--- src/rtl/i2c_bus_unstick.sv ---
`timescale 1ns/1ps
module i2c_bus_unstick #(
  parameter int STEP_US    = 5,
  parameter int MAX_PULSES = 9,
  localparam int TW = $clog2(STEP_US + 1),
  localparam int PW = $clog2(MAX_PULSES + 1)
) (
  input  logic clk,
  input  logic rst_n,
  input  logic start,
  input  logic us_tick,
  input  logic scl_in,
  input  logic sda_in,
  output logic scl_pull,
  output logic sda_pull,
  output logic ctl_rst,
  output logic done,
  output logic fail
);

  typedef enum logic [2:0] {S_IDLE, S_PREP, S_LOW, S_HIGH, S_STOP1, S_STOP2} st_t;

  st_t           state;
  logic [TW-1:0] tcnt;
  logic [PW-1:0] pulses;
  logic          stuck;

  wire step_end = us_tick && (tcnt == TW'(STEP_US - 1));
  wire bus_free = scl_in && sda_in;

  assign scl_pull = (state == S_LOW) || (state == S_STOP1);
  assign sda_pull = (state == S_STOP1) || (state == S_STOP2);
  assign ctl_rst  = (state == S_PREP);

  always_ff @(posedge clk or negedge rst_n) begin
    if (!rst_n) begin
      state  <= S_IDLE;
      tcnt   <= '0;
      pulses <= '0;
      stuck  <= 1'b0;
      done   <= 1'b0;
      fail   <= 1'b0;
    end else begin
      if (state == S_IDLE)  tcnt <= '0;
      else if (us_tick)     tcnt <= step_end ? '0 : tcnt + 1'b1;
      case (state)
        S_IDLE: if (start) begin
          state  <= S_PREP;
          done   <= 1'b0;
          fail   <= 1'b0;
          pulses <= '0;
          stuck  <= 1'b0;
        end
        S_PREP: if (step_end) state <= bus_free ? S_STOP1 : S_LOW;
        S_LOW:  if (step_end) state <= S_HIGH;
        S_HIGH: if (step_end) begin
          pulses <= pulses + 1'b1;
          if (bus_free) state <= S_STOP1;
          else if (pulses == PW'(MAX_PULSES - 1)) begin
            stuck <= 1'b1;
            state <= S_STOP1;
          end else state <= S_LOW;
        end
        S_STOP1: if (step_end) state <= S_STOP2;
        S_STOP2: if (step_end) begin
          state <= S_IDLE;
          done  <= 1'b1;
          fail  <= stuck;
        end
        default: state <= S_IDLE;
      endcase
    end
  end

  a_r2_prep_lines_free: assert property (@(posedge clk) disable iff (!rst_n)
    ctl_rst |-> !scl_pull && !sda_pull);
  a_r3_hold_without_tick: assert property (@(posedge clk) disable iff (!rst_n)
    (state != S_IDLE && !us_tick) |=> $stable(state));
  a_r5_pulse_bound: assert property (@(posedge clk) disable iff (!rst_n)
    pulses <= PW'(MAX_PULSES));
  a_r6_stop_entry: assert property (@(posedge clk) disable iff (!rst_n)
    $rose(sda_pull) |-> scl_pull);
  a_r6_stop_edge: assert property (@(posedge clk) disable iff (!rst_n)
    $fell(sda_pull) |-> !scl_pull);
  a_r7_done_released: assert property (@(posedge clk) disable iff (!rst_n)
    done |-> !scl_pull && !sda_pull && !ctl_rst);
  a_r7_fail_with_done: assert property (@(posedge clk) disable iff (!rst_n)
    fail |-> done);
  a_r8_busy_start: assert property (@(posedge clk) disable iff (!rst_n)
    (state == S_LOW && start) |=> (state == S_LOW || state == S_HIGH));

endmodule

--- config.mk ---
export PLATFORM = sky130hd
export DESIGN_NAME = i2c_bus_unstick
export DESIGN_NICKNAME = d
export VERILOG_FILES = /design/src/rtl/i2c_bus_unstick.sv
export SDC_FILE = /design/constraint.sdc
export NUM_CORES = 1
export LEC_CHECK = 0
export ABC_AREA = 0
export BUFFER_PORTS_ARGS = -buffer_cell sky130_fd_sc_hd__clkbuf_2
export CORE_MARGIN = 4
export CORE_UTILIZATION = 45
export CTS_CLUSTER_SIZE = 24
export DETAILED_ROUTE_END_ITERATION = 6
export MAX_ROUTING_LAYER = met4
export PLACE_DENSITY = 0.73
export SKIP_CTS_REPAIR_TIMING = 1
export SYNTH_ARGS = -nofsm -noshare
export SYNTH_HDL_FRONTEND = slang
export SYNTH_SLANG_ARGS = --single-unit
--- constraint.sdc ---
create_clock -name clk -period 2.4 [get_ports clk]
set_clock_uncertainty 0.15 [all_clocks]
set_input_delay 0.6 -clock clk [delete_from_list [all_inputs] [get_ports clk]]
set_output_delay 0.6 -clock clk [all_outputs]
set_load 0.02 [all_outputs]
# After elaboration in Yosys (flattened, before gate mapping)
# Cells that the tools add are included.
# totals
regBits	13
elab_cells	60
# classes
n_addsub	2
eq_ne	15
muxes	25
n_reduce_logical	12
# op_table
operator	n
two-way mux 3 bit	12
case mux 3 bit (6 select lines)	1
!= test 2 bit (second input constant)	7
== test 3 bit (second input constant)	3
two-way mux 4 bit	2
case mux 4 bit (2 select lines)	1
== test 3 x 2 -> 1 bit (second input constant)	2
two-way mux 1 bit	6
case mux 1 bit (2 select lines)	3
AND reduction 3 bit	2
AND reduction 6 bit	1
nonzero test 2 bit	3
AND reduction 5 bit	1
adder 4 x 1 -> 4 bit (second input constant)	1
== test 4 bit (second input constant)	1
adder 3 x 1 -> 3 bit (second input constant)	1
== test 3 x 1 -> 1 bit (second input constant)	1
zero test 3 bit	1
logical AND 1 bit	2
logical OR 1 bit	2
!= test 2 x 1 -> 1 bit (second input constant)	1

# Logic depth before layout (Yosys ltp)
# logic_depth
depth_word	5
mapped_depth	6
ltp_nobuf	5

# Worst setup path before layout
# No wires, ideal clock.
# synth_timing
kind	reg2out
from	register state[1]
to	output scl_pull
arrival_ns	1.204
required_ns	1.650
path_slack_ns	0.446
path_stages_with_launch	4
path_cell_list	dfrtp_1 > and2b_1 > inv_1 > a21oi_1
# synth_between
elab_chain_len	2
word_cells_on_any_way	3
classes_between	eq/ne (2); reduce/logical (1)
# synth_lines
element	line_no	source
start, declared	23	st_t state;
start signal, assigned	54	S_PREP: if (step_end) state <= bus_free ? S_STOP1 : S_LOW;
== test 3 x 2 -> 1 bit / == test 3 bit (equally long branches)	31	assign scl_pull = (state == S_LOW) || (state == S_STOP1);
logical OR 1 bit (*)	31	
end, declared	14	output logic scl_pull,
# Mark *: on every way between the ends. The rest lies on a longest branch, timed or not.

# Worst setup path after layout
# Ends and elaborated chain as after synthesis.

==> summary.txt <==
Critical path
  • Worst path required time: 1.65 ns
  • Max FO, Critical Path: 8
  • R2r startpoint: tcnt[0]$_DFFE_PN0P_
  • Crit end category: output pin
  • Critical path type: flip-flop to output pin
  • Worst reg2reg path depth: 5
  • RR Endpoint: pulses[3]$_DFFE_PN0P_
  • Crit-path cells: and2b_1 > inv_1 > a21oi_1 > clkbuf_2
  • Crit path DAT: 1.40 ns
  • Setup crit start: state[1]$_DFFE_PN0P_
  • Crit-path slowest cell: dfrtp_1
  • Crit start category: flip-flop
  • Largest stage delay, worst path: 0.46 ns
  • Flop-to-flop setup slack: 0.75 ns
  • Critical Path Sink: scl_pull

CTS
  • H-tree Lvls: 1
  • Cts bufs inserted: 3
  • Worst-skew pair later-pin latency: 0.28 ns
  • CTS tree: built
  • CTS Buffer Depth: 2
  • Sink Count: 13
  • CTS clock-pin slew for the worst setup and hold paths: 0.08 ns
  • Root Buffer: clkbuf_4

Placement
  • Gp weighted congestion: 0.823
  • Placed cells: 102
  • HPWL after DPL: 1150 um
  • PortBufs: 10

Synthesis
  • Synth Area per Inst: 9.63 sq um
  • Synth Register Bits: 13
  • Syn Nets: 89
  • Distinct cells, synth: 34
  • Syn Inst Count: 79
  • Synth warn: 0
  • Netlist Area Pre-Place: 761 sq um
  • Register area share after synthesis: 0.428

STA
  • Setup total negative slack: 0 ns
  • Slew of the pin with the lowest slew margin: 0.463 ns
  • Fin. Hold Viols: 0
  • Period utilisation layout: 0.895
  • Unrepaired setup endpoints after global routing: false
  • Max_slew headroom: 0.689
  • Slew Limit Fails: 0
  • Fin crit period: 2.15 ns
  • Final setup vio count: 0
  • Max frequency: 465 MHz

Floorplanning
  • Core footprint: 0.00156 sq mm
  • Initial Util: 0.488
  • Die area: 0.00241 sq mm
  • Die Span Y: 49.1 um
  • Row Count: 14
  • Top-Level Pins: 11
  • Die W: 49.1 um

Global routing
  • Congestion Overflow GR: 0
  • Number of global-route vias before repair: 601
  • Largest net degree at the start of global routing: 14
  • Global-route wire length before repair: 2660 um
  • GR Util All Layers: 0.149
  • Initial antenna violation count: 0

Min path
  • HP Class: input pin to asynchronous set/reset pin

Power and ir drop
  • Cell Pwr Density: 942 mW/mm^2
  • Worst VDD drop: 0.475 mV
  • Cell-internal power: 469 uW
  • Flop pwr share: 0.440
  • Leak: 0.000382 uW
  • Clk network pwr share: 0.176
  • Net switching power figure: 313 uW
  • Switch share: 0.400
  • Logic gate share of total power: 0.384

Final layout
  • # nets final: 101
  • Post-route insts no fill: 106
  • Commonest cells after routing, fill and taps aside: 13 x dfrtp_1, 10 x clkbuf_2, 8 x nand2_1
  • Layout area overhead: 9.05%
  • Filler cells: 141
  • Most common cell after layout, fill and taps aside: dfrtp_1
  • Share of post-route cells with drive strength above 1: 0.200
  • # diodes: 0

Detailed routing
  • First-pass detailed-route iteration total: 4
  • Drt drc: 0
  • Detail Route Antenna Nets: 0
  • Routed WL: 1520 um
  • DR iter-0 viols: 17
  • Vias per cell: 5.97
  • Wire length per cell: 14.4 um
  • Via count: 633

Flow run
  • MaxCap Viol Count: 0

Run status
  • Run status: completed
[Yosys cell counts (all sizes together)]
library cell	count	share of area
or4	2	0.021
o22ai	1	0.0082
a32o	2	0.026
xnor2	1	0.012
ha	4	0.066
nand2	8	0.039
and3b	1	0.012
o211ai	1	0.0099
a211oi	1	0.0099
inv	7	0.035
o21ai	4	0.026
buf	3	0.036
nor2	3	0.015
and2b	1	0.0099
a21o	1	0.0099
and4	1	0.013
or4b	1	0.018
a22o	2	0.025
nor3	3	0.020
mux2i	2	0.026
nand2b	1	0.0082
a21boi	1	0.0099
nand3b	1	0.0099
and3	2	0.018
a21oi	3	0.020
nand4	2	0.016
a41oi	1	0.012
dfrtp	13	0.43
nor2b	1	0.0082
nand3	5	0.033
[flip-flops by register name, summed over array words and instances, names as in the netlist]
register / count
pulses: 4
state: 3
tcnt: 3
done: 1
fail: 1
stuck: 1
[through the flow]
| stage | total power [uW] | hold WS, ns | setup WS, ns | area (sq um) | utilization |
|---|---|---|---|---|---|
| finish | 781 | 0.0457 | 0.251 | 830 | 0.532 |
| global route | 851 | 0.0588 | 0.135 | 830 | 0.532 |
| CTS | 791 | 0.0522 | 0.255 | 830 | 0.532 |
| detailed placement | 651 | 0.362 | 0.575 | 803 | 0.515 |
| global placement | 636 | 0.348 | 0.604 | 803 | 0.515 |
| floorplan | 569 | 0.154 | 0.446 | 761 | - |
[power by group through the flow]
stage          Clock (uW)  Sequential, uW  Combinational (uW)
2_1_floorplan           0             333                 236
3_3_place_gp            0             341                 295
3_5_place_dp            0             348                 303
4_1_cts               144             343                 304
5_1_grt               153             357                 341
6_report              138             344                 300
[cells by family after synthesis]
group / after synthesis / synth area share
fa+ha+maj: 4 / 0.0658
xor+xnor: 1 / 0.0115
flops: 13 / 0.428
mux: 2 / 0.0263
buf+inv: 10 / 0.0707
simple gates: 32 / 0.242
compound gates: 17 / 0.156
[layout make-up]
cell class	instances	area [sq um]	share of cell area
Multi-Input combinational cell	56	382	0.460
Sequential cell	13	325	0.392
Tap cell	16	20.0	0.0241
Inverter	7	26.3	0.0317
Timing Repair Buffer	10	50.0	0.0603
Clock buffer	4	26.3	0.0317
[critical path, delay by kind of cell (launching register included)]
family	cells	cell delay [ns]
simple gates	1	0.29
compound gates	1	0.12
buf+inv	2	0.25
flops	1	0.46
[worst min-delay path by stage]
stage                                 end
finish               state[2]$_DFFE_PN0P_
detailed placement   state[2]$_DFFE_PN0P_
CTS                  state[2]$_DFFE_PN0P_
global placement    pulses[2]$_DFFE_PN0P_
floorplan                done$_DFFE_PN0P_
global route         state[2]$_DFFE_PN0P_
[per-layer routing]
metal	vias up	track usage	wire, um
met3	5	0.0275	77
met5	-	-	0
met4	0	0.114	48
met2	19	0.196	653
li1	311	-	-
met1	298	0.200	744
Note: power is estimated with default switching activity, not from simulation.
